==> config.mk <==
export PLATFORM = sky130hd
export DESIGN_NAME = rst_hold_meter
export DESIGN_NICKNAME = d
export VERILOG_FILES = /design/src/rtl/rhm_pkg.sv /design/src/rtl/rhm_sync.sv /design/src/rtl/rhm_sat_counter.sv /design/src/rtl/rhm_regs.sv /design/src/rtl/rst_hold_meter.sv
export SDC_FILE = /design/constraint.sdc
export NUM_CORES = 1
export LEC_CHECK = 0
export BUFFER_PORTS_ARGS = -buffer_cell sky130_fd_sc_hd__clkbuf_2
export CAP_MARGIN = 0
export CELL_PAD_IN_SITES_DETAIL_PLACEMENT = 0
export CELL_PAD_IN_SITES_GLOBAL_PLACEMENT = 1
export CORE_UTILIZATION = 35
export CTS_BUF_LIST = sky130_fd_sc_hd__clkbuf_16
export DETAILED_ROUTE_END_ITERATION = 16
export HOLD_SLACK_MARGIN = 0.08
export PLACE_DENSITY_LB_ADDON = 0.1
export RECOVER_POWER = 100
export SLEW_MARGIN = 20
export SYNTH_ARGS = -nofsm -noshare
export SYNTH_HDL_FRONTEND = slang
export SYNTH_SLANG_ARGS = --single-unit
==> constraint.sdc <==
create_clock -name clk -period 2.82 [get_ports clk]
set_input_delay 0.282 -clock clk [delete_from_list [all_inputs] [get_ports clk]]
set_output_delay 0.282 -clock clk [all_outputs]
set_load 0.05 [all_outputs]
==> src/rtl/rhm_pkg.sv <==
// Shared register map constants and address decode for the reset hold meter.
package rhm_pkg;

    localparam int unsigned REG_COUNT = 0;
    localparam int unsigned REG_ENABLE = 1;
    localparam int unsigned REG_TRIGGER = 2;

    localparam int unsigned ENABLE_BIT = 2;
    localparam int unsigned TRIGGER_BIT = 0;

    typedef enum logic [1:0] {
        SEL_COUNT,
        SEL_ENABLE,
        SEL_TRIGGER,
        SEL_NONE
    } reg_sel_e;

    // Map a word address onto the register it selects.
    function automatic reg_sel_e decode_addr(input int unsigned addr);
        case (addr)
            REG_COUNT:   return SEL_COUNT;
            REG_ENABLE:  return SEL_ENABLE;
            REG_TRIGGER: return SEL_TRIGGER;
            default:     return SEL_NONE;
        endcase
    endfunction

endpackage

==> src/rtl/rhm_sync.sv <==
// Multi-flop synchronizer for one asynchronous level.
// Assumes STAGES >= 2. The flops reset to RESET_VAL so that an idle
// input does not look active while the block is in reset.
module rhm_sync #(
    parameter int STAGES = 2,
    parameter logic RESET_VAL = 1'b1
) (
    input  logic clk,
    input  logic rst_n,
    input  logic d_async,
    output logic q_sync
);

    logic [STAGES-1:0] chain_q;

    // Shift the asynchronous level through the flop chain.
    always_ff @(posedge clk) begin
        if (!rst_n) begin
            chain_q <= {STAGES{RESET_VAL}};
        end else begin
            chain_q <= {chain_q[STAGES-2:0], d_async};
        end
    end

    assign q_sync = chain_q[STAGES-1];

endmodule

==> src/rtl/rhm_sat_counter.sv <==
// Saturating up-counter with a synchronous clear.
// It counts while 'run' is high and stops at all ones.
// A clear has priority over counting.
module rhm_sat_counter #(
    parameter int W = 29
) (
    input  logic         clk,
    input  logic         rst_n,
    input  logic         run,
    input  logic         clr,
    output logic [W-1:0] count
);

    localparam logic [W-1:0] CNT_MAX = {W{1'b1}};

    logic [W-1:0] count_q;
    logic         at_max;

    assign at_max = (count_q == CNT_MAX);

    // Clear, advance or hold the count.
    always_ff @(posedge clk) begin
        if (!rst_n) begin
            count_q <= '0;
        end else if (clr) begin
            count_q <= '0;
        end else if (run && !at_max) begin
            count_q <= count_q + 1'b1;
        end
    end

    assign count = count_q;

endmodule

==> src/rtl/rhm_regs.sv <==
// Register port for the reset hold meter. It holds the reset-out enable,
// the soft trigger and the sticky request, produces the counter clear
// strobe, and muxes read data. Assumes CNT_W < DATA_W.
module rhm_regs
    import rhm_pkg::*;
#(
    parameter int CNT_W = 29,
    parameter int DATA_W = 32,
    parameter int ADDR_W = 4
) (
    input  logic              clk,
    input  logic              rst_n,
    input  logic              bus_wr,
    input  logic [ADDR_W-1:0] bus_addr,
    input  logic [DATA_W-1:0] bus_wdata,
    input  logic [CNT_W-1:0]  count,
    output logic [DATA_W-1:0] bus_rdata,
    output logic              count_clr,
    output logic              rst_req
);

    localparam int CLR_BIT = DATA_W - 1;
    localparam int PAD_W = DATA_W - CNT_W;

    reg_sel_e sel;
    logic     enable_q;
    logic     trigger_q;
    logic     req_q;
    logic     trig_fire;

    assign sel = decode_addr(int'(bus_addr));
    assign count_clr = bus_wr && (sel == SEL_COUNT) && bus_wdata[CLR_BIT];
    assign trig_fire = bus_wr && (sel == SEL_TRIGGER) && bus_wdata[TRIGGER_BIT] && enable_q;

    // Load the reset-out enable bit from writes.
    always_ff @(posedge clk) begin
        if (!rst_n) begin
            enable_q <= 1'b0;
        end else if (bus_wr && (sel == SEL_ENABLE)) begin
            enable_q <= bus_wdata[ENABLE_BIT];
        end
    end

    // Record an accepted trigger.
    always_ff @(posedge clk) begin
        if (!rst_n) begin
            trigger_q <= 1'b0;
        end else if (trig_fire) begin
            trigger_q <= 1'b1;
        end
    end

    // Keep the reset-out request high once it has been raised.
    always_ff @(posedge clk) begin
        if (!rst_n) begin
            req_q <= 1'b0;
        end else if (trig_fire) begin
            req_q <= 1'b1;
        end
    end

    // Select read data for the addressed word.
    always_comb begin
        bus_rdata = '0;
        case (sel)
            SEL_COUNT:   bus_rdata = {{PAD_W{1'b0}}, count};
            SEL_ENABLE:  bus_rdata[ENABLE_BIT] = enable_q;
            SEL_TRIGGER: bus_rdata[TRIGGER_BIT] = trigger_q;
            default:     bus_rdata = '0;
        endcase
    end

    assign rst_req = req_q;

endmodule

==> src/rtl/rst_hold_meter.sv <==
// Reset hold duration meter. It synchronizes the external active-low
// reset, counts the clocks it stays low with a saturating counter, and
// exposes the count and the soft reset control on a register port.
// Assumes clk is the free-running reference clock.
module rst_hold_meter #(
    parameter int CNT_W = 29,
    parameter int DATA_W = 32,
    parameter int ADDR_W = 4,
    parameter int SYNC_STAGES = 2
) (
    input  logic              clk,
    input  logic              rst_n,
    input  logic              ext_rst_n,
    input  logic              bus_wr,
    input  logic [ADDR_W-1:0] bus_addr,
    input  logic [DATA_W-1:0] bus_wdata,
    output logic [DATA_W-1:0] bus_rdata,
    output logic              rst_req
);

    logic             ext_sync;
    logic             ext_low_sync;
    logic             count_clr;
    logic [CNT_W-1:0] count;

    rhm_sync #(
        .STAGES   (SYNC_STAGES),
        .RESET_VAL(1'b1)
    ) u_sync (
        .clk    (clk),
        .rst_n  (rst_n),
        .d_async(ext_rst_n),
        .q_sync (ext_sync)
    );

    assign ext_low_sync = ~ext_sync;

    rhm_sat_counter #(
        .W(CNT_W)
    ) u_count (
        .clk  (clk),
        .rst_n(rst_n),
        .run  (ext_low_sync),
        .clr  (count_clr),
        .count(count)
    );

    rhm_regs #(
        .CNT_W (CNT_W),
        .DATA_W(DATA_W),
        .ADDR_W(ADDR_W)
    ) u_regs (
        .clk      (clk),
        .rst_n    (rst_n),
        .bus_wr   (bus_wr),
        .bus_addr (bus_addr),
        .bus_wdata(bus_wdata),
        .count    (count),
        .bus_rdata(bus_rdata),
        .count_clr(count_clr),
        .rst_req  (rst_req)
    );

endmodule

### After elaboration in Yosys (flattened, before gate mapping)

Cells that the tools add are included.

| word-level totals | value |
|---|---|
| register bits after elaboration | 33 |
| bits of input ports | 40 |
| output and inout port bits | 33 |

| cells by class | value |
|---|---|
| add/sub/neg operators | 1 |
| equality and inequality tests | 5 |
| multiplexer cells | 5 |
| bitwise operators | 2 |
| reductions and logical operators | 11 |

Operators with widths:

| kind | count |
|---|---|
| $add A29 B1 Y29 const B | 1 |
| $eq A29 B29 Y1 const B | 1 |
| $mux W26 | 1 |
| $logic_and A1 B1 Y1 | 7 |
| $pmux W2 S3 | 1 |
| $eq A4 B1 Y1 const B | 1 |
| $eq A4 B2 Y1 const B | 1 |
| $logic_not A4 Y1 | 1 |
| $pmux W1 S2 | 2 |
| $eq A2 B1 Y1 const B | 1 |
| $eq A2 B2 Y1 const B | 1 |
| $logic_not A2 Y1 | 1 |
| $not A1 Y1 | 2 |
| $reduce_or A2 Y1 | 1 |
| $logic_not A1 Y1 | 1 |
| $mux W1 | 1 |

### Depth between registers and ports, before layout

Gate-level depths: netlist (run 1).

| logic depth | value |
|---|---|
| word-level depth | 6 |
| gate-level depth with buffers | 8 |

### By module

Synthesis (run 1) repeated with hierarchy kept, for this count alone.

| second synthesis, totals | value |
|---|---|
| cells, all modules | 245 |
| area total of the unflattened synthesis | 1,931.9 um^2 |

Modules (own cells, without submodules):

| module | instances | cells an instance | area an instance (um^2) | sequential area each (um^2) |
|---|---|---|---|---|
| rhm_sat_counter | 1 | 191 | 1,521.5 | 580.6 |
| rhm_regs | 1 | 49 | 354.1 | 40.0 |
| rhm_sync | 1 | 4 | 52.6 | 40.0 |
| rst_hold_meter | 1 | 1 | 3.8 | 0.0 |

### Worst setup path after synthesis (run 1)

No wires, ideal clock.

| timing | value |
|---|---|
| path kind | flip-flop to flip-flop |
| start point | register u_count.count_q[0] (netlist: u_count.count[0]) |
| end point | register u_count.count_q[6] (netlist: u_count.count[6]) |
| arrival time | 1.891 ns |
| path slack | 0.815 ns |
| cell stages (with the launch flop) | 7 |
| path buffers | 0 |
| path through | dfxtp_1 > ha_1 > nand3_1 > nor4_4 > a211oi_1 > and3_1 > o21a_1 |

| on the way | value |
|---|---|
| word-level cells in the longest chain between the ends | 3 |

Ends and longest elaborated chain:

| element | RTL line | source |
|---|---|---|
| start: declaration | rhm_sat_counter.sv:16 | `logic [W-1:0] count_q;` |
| start signal: assignment | rhm_sat_counter.sv:28 | `count_q <= count_q + 1'b1;` |
| branches (longest 3 deep; another with $add A29 B1 Y29) | n/a |  |

Several ways; the timed one is not identified.
A chain may end at the register's enable or synchronous reset.

### Worst setup path after layout (run 1)

| timing | value |
|---|---|
| start point | register u_count.count_q[0] (netlist: u_count.count[0]) |
| end point | register u_count.count_q[20] (netlist: u_count.count[20]) |

Same word-level chain as after synthesis.

==> reports/qor.csv, run 1 <==
metric,value,unit
"commonest non-fill, non-tap cells in the layout","33 x dfxtp_1, 30 x clkbuf_2, 23 x and2_1, 23 x nor2_1, 15 x nand3_1",
"Setup Fix Bufs, Post-CTS",0,
Max Buffers Root-to-Sink,2,
htree depth,2,
Worst Tran Pin Value,0.863,ns
routed length on met3,161,um
total iterations of the first detailed-routing run,5,
proportion of layout cells with a drive suffix above 1,0.165,
worst supply voltage drop on vdd,185,uV
endpoint class of the critical path,flop,
Critical Path RT,3.02,ns
# rows,26,
antenna fix cells,0,
highest signal layer in the routed design,met4,
clock tree root buffer cell,clkbuf_16,
Antenna Violating Nets Remaining,0,
dominant cell type by area after synthesis,dfxtp_1,
number of antenna violations at the first check in global routing,0,
top-area cell type share of the netlist area,0.343,
kind of start point of the critical path,flop,
Met1 Wirelength,2190,um
TritonCTS clock tree,built,
Avg Inst Size Synth,8.38,um^2
leakage power of the design,0.839,nW
final period demand of the worst path,2.39,ns
"CTS clk-pin slew, worst paths",0.05,ns
setup repair after global routing missed its margin,false,
worst rel slew slack,0.422,
top-level port count,73,
CTS resizes,0,
Post-synth EDFFs,0,
post-synthesis cell count,230,
count of final hold-check violations,0,
clock insertion delay at the later pin of the skew report,0.27,ns
via count,1711,
first-pass GRT wire length,7780,um
TritonCTS Buffers,5,
Worst Skew,0.00464,ns
final core occ,0.440,
total global routing track utilization,0.165,
Mapped Area,1930,um^2
average routed wire per standard cell,12.7,um
clk sinks,33,
"commonest non-fill, non-tap cell in the layout",dfxtp_1,
final period utilization,0.846,
Async SR Flop Fraction,0,
Area contributors post-synth,"dfxtp_1 34%, and2_1 9.1%, xnor2_1 5.9%",
cell area power density,446,nW/um^2
peak clock frequency supported by timing,0.419,GHz
CP max FO,6,
via count of the first global-routing pass,1578,
number of buffers inserted by hold repair at cts,0,
number of max-slew violations in the final report,0,
sum of negative setup slack,0,ns
number of vias per cell,5.00,
path category of the worst min-delay check,in2reg,
drt drc,0,
Area growth syn-to-layout,18.7,%
synthesis warning total,0,
result of the run,"finished, final reports clean",
number of endpoints failing setup at the final stage,0,
post-route cell area,2290,um^2
number of port buffers,40,
type of the worst setup path,reg2reg,
pin count of the biggest net entering global routing,22,
"FF+latch count, synth",33,
number of violations reported at the end of detailed-routing iteration 0,93,
area of the core,5200,um^2
final wirelength,4350,um
DIE HEIGHT,76.2,um
initial standard-cell utilization of the core,0.370,
count of max-cap constraint violations,0,
number of unique standard cell types used by synthesis,44,
register area share after synthesis,0.343,
total half-perimeter wirelength after legalization and detailed placement,3230,um
global-route congestion overflow total,0,
width of the chip,76.2,um
arrival time worst endpoint,2.59,ns
placed cell areas,2200,um^2
flip-flop cell with the highest count after synthesis,dfxtp_1,
number of nets in the finished design,312,
WL met2,1960,um
Die Footprint,5810,um^2
final estimated routing congestion in global placement,0.726,
-- power breakdown --
| group | switching (mW) | total [mW] | internal, mW | leakage [nW] |
|---|---|---|---|---|
| registers | 0.00325 | 0.473 | 0.469 | 0.266 |
| clock network | 0.187 | 0.505 | 0.319 | 0.0687 |
| logic | 0.0299 | 0.0416 | 0.0118 | 0.504 |
-- cells by family after synthesis --
logic type,Yosys count,share of synthesized area
DFF,33,0.343
adders and majority gates,1,0.00649
xor gates and xnor gates,15,0.0681
and+or+nand+nor,117,0.350
AOI/OAI and AO/OA,39,0.160
buffers and inverters,19,0.0441
other,1,0.00194
muxes,5,0.0260
-- registers in the layout, indices dropped and copies added (netlist names) --
signal           cells
u_count.count       29
u_regs.rst_req       1
u_sync.chain_q       2
u_regs.enable_q      1
-- final timing paths --
check	startpoint	endpoint	slack, ns	cells past startpoint
worst min-delay path	ext_rst_n	u_sync.chain_q[0]	0.19	2
worst max register to register	u_count.count[0]	u_count.count[20]	0.43	6
worst max-delay path	u_count.count[0]	u_count.count[20]	0.43	6
worst min register to register	u_sync.chain_q[0]	u_sync.chain_q[1]	0.41	1
-- synth_stat cells, drive strengths merged, types with 4 or more instances --
master   n
or4      4
a21oi   12
nand2b   4
dfxtp   33
inv      6
nand4    9
mux2i    5
and3     5
clkbuf   7
buf      6
nand3   15
and2    28
xnor2   13
a211oi   8
nor2    23
nand2   12
-- critical path: stages (launching register included) --
cell	delay [ns]
dfxtp_1	0.42
ha_1	0.20
nand3_1	0.24
nor3_1	0.57
o211ai_1	0.36
or3_1	0.39
a21oi_1	0.14
-- stage by stage --
step | cells | hold WS, ns | worst slack (ns) | power, mW
global placement | 334 | 0.391 | 0.664 | 0.526
finish | 342 | 0.186 | 0.435 | 1.02
floorplan | 232 | 0.355 | 0.815 | 0.510
detailed placement | 334 | 0.400 | 0.602 | 0.526
global route | 342 | 0.189 | 0.249 | 1.07
CTS | 342 | 0.178 | 0.601 | 1.04
-- routing by layer --
metal	track usage	up-vias
li1	-	901
met1	0.230	770
met2	0.259	36
met3	0.0359	4
met4	0.0404	0
met5	0	-
-- final cells by class --
type	instances	area, um^2
Sequential cell	33	661
Inverter	6	22.5
Timing Repair Buffer	45	210
Fill cell	564	2920
Tap cell	70	87.6
Multi-Input combinational cell	180	1170
Clock buffer	5	125
Clock inverter	3	12.5
Power figures use the tool's default switching activity.
==> inputs of run 2 (changes only) <==
- CORE_UTILIZATION: 35 -> 32
- clock period: 2.82 -> 1.9 ns (I/O delays scaled with it)
==> reports/qor.csv, run 2 (synthesis results as in run 1) <==
metric,value,unit
Slowest Stage Delay on Critical Path,0.46,ns
count of non-filler cells in the finished layout,383,
buffers and inverters on the worst path,1,
final wirelength,4920,um
number of endpoints failing setup at the final stage,0,
final estimated routing congestion in global placement,0.807,
placed cell areas,2500,um^2
Die Footprint,6340,um^2
initial standard-cell utilization of the core,0.342,
via count of the first global-routing pass,1628,
final core occ,0.473,
final period utilization,0.961,
worst supply voltage drop on vdd,370,uV
clock tree root buffer cell,clkbuf_16,
number of max-slew violations in the final report,0,
post-route cell area,2670,um^2
number of violations reported at the end of detailed-routing iteration 0,59,
arrival time worst endpoint,2.03,ns
path category of the worst min-delay check,in2reg,
worst rel slew slack,0.602,
clk sinks,33,
post-layout total power,1.52,mW
area of the core,5640,um^2
total global routing track utilization,0.163,
clock insertion delay at the later pin of the skew report,0.27,ns
Antenna Violating Nets Remaining,0,
sum of negative setup slack,0,ns
Hold WS,0.101,ns
"Cell Chain, Critical Path",ha_4 -> nand3_4 -> buf_6 -> nor3_4 -> o211ai_1 -> or3_1 -> a21oi_2,
drt drc,0,
pin count of the biggest net entering global routing,16,
first-pass GRT wire length,7760,um
"Setup Fix Bufs, Post-CTS",0,
top-level port count,73,
setup slack at placement,0.00927,ns
average routed wire per standard cell,12.8,um
number of nets in the finished design,351,
Area growth syn-to-layout,38.3,%
result of the run,"finished, final reports clean",
TritonCTS Buffers,5,
Worst Tran Pin Value,0.600,ns
CP max FO,6,
kind of start point of the critical path,flop,
Largest register FFs,29,
cell area power density,571,nW/um^2
final period demand of the worst path,1.83,ns
"commonest non-fill, non-tap cells in the layout","38 x clkbuf_2, 36 x buf_4, 30 x dfxtp_1",
htree depth,2,
proportion of layout cells with a drive suffix above 1,0.328,
count of final hold-check violations,0,
"Largest delay share family, worst path",simple AND/OR/NAND/NOR gates,
Worst Skew,0.00686,ns
TritonCTS clock tree,built,
library cell contributing the largest single delay on the critical path,or3_1,
number of antenna violations at the first check in global routing,0,
width of the chip,79.6,um
antenna fix cells,0,
cell count after placement,375,
Max Buffers Root-to-Sink,2,
# rows,27,
DIE HEIGHT,79.6,um
type of the worst setup path,reg2reg,
total iterations of the first detailed-routing run,4,
final setup margin,0.0737,ns
endpoint class of the critical path,flop,
"commonest non-fill, non-tap cell in the layout",clkbuf_2,
leakage power of the design,1.09,nW
count of max-cap constraint violations,0,
via count,1870,
global-route congestion overflow total,0,
"CTS clk-pin slew, worst paths",0.05,ns
Critical Path RT,2.11,ns
peak clock frequency supported by timing,0.548,GHz
total half-perimeter wirelength after legalization and detailed placement,3880,um
number of vias per cell,4.88,
number of port buffers,40,
run 2: cell count changes in the layout (fill, tap and decap cells not counted), moves of 2 or more:
cell      before  now
clkbuf_2      30   38
dfxtp_1       33   30
dfxtp_4        0    2
clkbuf_1      14    6
clkbuf_4       0    3
and2_0         5    9
inv_1          6    9
clkinv_1       2    0
nor4_2         1    3
buf_4          1   36
and2_1        23   19
run 2: cell type report:
cell class,count,area [um^2]
fillers,579,2980
flip-flops and latches,33,669
clock inverters,3,11.3
clock buffers,5,125
inverters,6,22.5
multi-input cells,180,1230
well taps,72,90.1
repair buffers,84,517
run 2: power by group:
part	total (mW)	switching, mW	internal [mW]
Clock	0.747	0.277	0.470
Sequential	0.699	0.00428	0.695
Combinational	0.0757	0.0502	0.0254
run 2: timing repair:
item	in CTS	in global routing
endpoints found under the setup margin	2	10
resized for setup	1	13
hold buffers	0	0
hold endpoints to repair	0	0
pin swaps	0	6
run 2: worst paths after layout:
path,startpoint,endpoint,slack [ns],depth (start not counted)
max,u_count.count[0],u_count.count[18],0.07,7
min,ext_rst_n,u_sync.chain_q[0],0.10,2
max reg2reg,u_count.count[0],u_count.count[18],0.07,7
min reg2reg,u_sync.chain_q[0],u_sync.chain_q[1],0.42,1
run 2: metal layers:
metal | track usage | routed length [um]
met1 | 0.212 | 2420
met2 | 0.261 | 2280
met3 | 0.0309 | 156
met4 | 0.0655 | 60
met5 | 0 | 0
==> inputs of run 3 (changes only) <==
- PLACE_DENSITY: unset -> 0.78
- PLACE_DENSITY_LB_ADDON: 0.1 -> unset
==> reports/qor.csv, run 3 (synthesis results as in run 1) <==
metric,value,unit
result of the run,"finished, final reports clean",
Seq. cell area,667,um^2
number of violations reported at the end of detailed-routing iteration 0,65,
htree depth,2,
leakage power of the design,1.12,nW
"CTS clk-pin slew, worst paths",0.06,ns
worst rel slew slack,0.608,
Area growth syn-to-layout,48.0,%
Worst Skew,0.00703,ns
via count of the first global-routing pass,1800,
met2 track utilization from global routing,0.294,
Critical Path RT,2.07,ns
Max Buffers Root-to-Sink,2,
R2R cell count,5,
global routing met3 resource utilization,0.0354,
kind of start point of the critical path,flop,
met1 Usage GRT,0.199,
initial standard-cell utilization of the core,0.342,
global-route congestion overflow total,0,
proportion of layout cells with a drive suffix above 1,0.336,
gr busiest metal,met2,
type of the worst setup path,reg2reg,
antenna fix cells,0,
number of port buffers,40,
DIE HEIGHT,79.6,um
total half-perimeter wirelength after legalization and detailed placement,3760,um
count of final hold-check violations,0,
cell area power density,591,nW/um^2
Die Footprint,6340,um^2
count of max-cap constraint violations,0,
final-layout fill cell count,544,
final period utilization,0.952,
final period demand of the worst path,1.81,ns
arrival time worst endpoint,1.98,ns
clk sinks,33,
first-pass GRT wire length,8340,um
peak clock frequency supported by timing,0.553,GHz
via count,1880,
top-level port count,73,
number of endpoints failing setup at the final stage,0,
setup repair after global routing missed its margin,false,
endpoint class of the critical path,flop,
drt drc,0,
area of the core,5640,um^2
final wirelength,4900,um
library cell contributing the largest single delay on the critical path,or4_4,
number of max-slew violations in the final report,0,
total area of multi-input combinational cells,1240,um^2
pin count of the biggest net entering global routing,31,
clock tree root buffer cell,clkbuf_16,
# rows,27,
sum of negative setup slack,0,ns
"commonest non-fill, non-tap cells in the layout","29 x buf_4, 28 x dfxtp_1, 27 x clkbuf_2",
number of vias per cell,5.00,
"commonest non-fill, non-tap cell in the layout",buf_4,
clock insertion delay at the later pin of the skew report,0.28,ns
Antenna Violating Nets Remaining,0,
CP max FO,4,
TritonCTS Buffers,5,
worst supply voltage drop on vdd,417,uV
final estimated routing congestion in global placement,0.783,
placed cell areas,2670,um^2
Worst Tran Pin Value,0.591,ns
width of the chip,79.6,um
average routed wire per standard cell,13.0,um
WHS Path Cells,2,
total iterations of the first detailed-routing run,4,
count of non-filler cells in the finished layout,376,
post-route cell area,2850,um^2
total global routing track utilization,0.167,
number of antenna violations at the first check in global routing,0,
TritonCTS clock tree,built,
"Cell Chain, Critical Path",nand4_4 -> or4_4 -> a2111oi_4 -> nand3_1 -> mux2i_1,
number of nets in the finished design,344,
path category of the worst min-delay check,in2reg,
Largest register FFs,29,
number of buffers inserted by hold repair at cts,0,
cell count after placement,368,
Slowest Stage Delay on Critical Path,0.55,ns
==> run 3: changes by cell type in the layout (fill, tap and decap cells not counted), moves of 3 or more <==
cell      delta
and2_0       +7
and2_1       -7
buf_12      +14
buf_4        -7
clkbuf_2    -11
dfxtp_2      +4
inv_1        -3
nor4_2       -3
==> run 3: critical path: cells and delay by family, from the launching register on <==
family | cells | cell delay (ns)
AOI/OAI and AO/OA | 1 | 0.35
DFF | 1 | 0.37
and+or+nand+nor | 3 | 0.84
muxes | 1 | 0.13
==> run 3: area by class of cell <==
class / count / area share
clock inverters: 3 / 0.0145
inverters: 6 / 0.00789
repair buffers: 77 / 0.235
flip-flops and latches: 33 / 0.234
well taps: 72 / 0.0316
multi-input cells: 180 / 0.433
clock buffers: 5 / 0.0438
==> run 3: stage by stage <==
stage	setup WS (ns)	utilization	hold slack, ns	total power [mW]
after detailed placement	0.000470	0.473	0.381	0.787
final	0.0908	0.506	0.0998	1.69
after global placement	0.0313	0.473	0.376	0.786
after floorplan	0.0114	-	0.263	0.758
after CTS	0.00141	0.504	0.0956	1.70
after global routing	0.00458	0.506	0.120	1.73
==> run 3: power by group <==
group	total (mW)	switching, mW	internal (mW)
Clock	0.919	0.305	0.613
Combinational	0.0684	0.0475	0.0209
Sequential	0.699	0.00282	0.696
==> run 3: what timing repair did <==
item                                    4_1_cts  5_1_grt
gates resized for setup                       1       15
pin swaps                                     0        4
buffers inserted                              0        0
endpoints found under the setup margin        2       10
==> run 3: routing by layer <==
layer	vias to the layer above	part of all wire
met4	0	0.014
met2	27	0.49
met5	-	0
met3	8	0.036
li1	960	-
met1	885	0.46
==> run 3: final timing paths <==
kind                          start                 to  slack (ns)
setup / recovery   u_count.count[7]  u_count.count[27]        0.09
hold / removal            ext_rst_n  u_sync.chain_q[0]         0.1
setup reg to reg   u_count.count[7]  u_count.count[27]        0.09
hold reg to reg   u_sync.chain_q[0]  u_sync.chain_q[1]        0.41
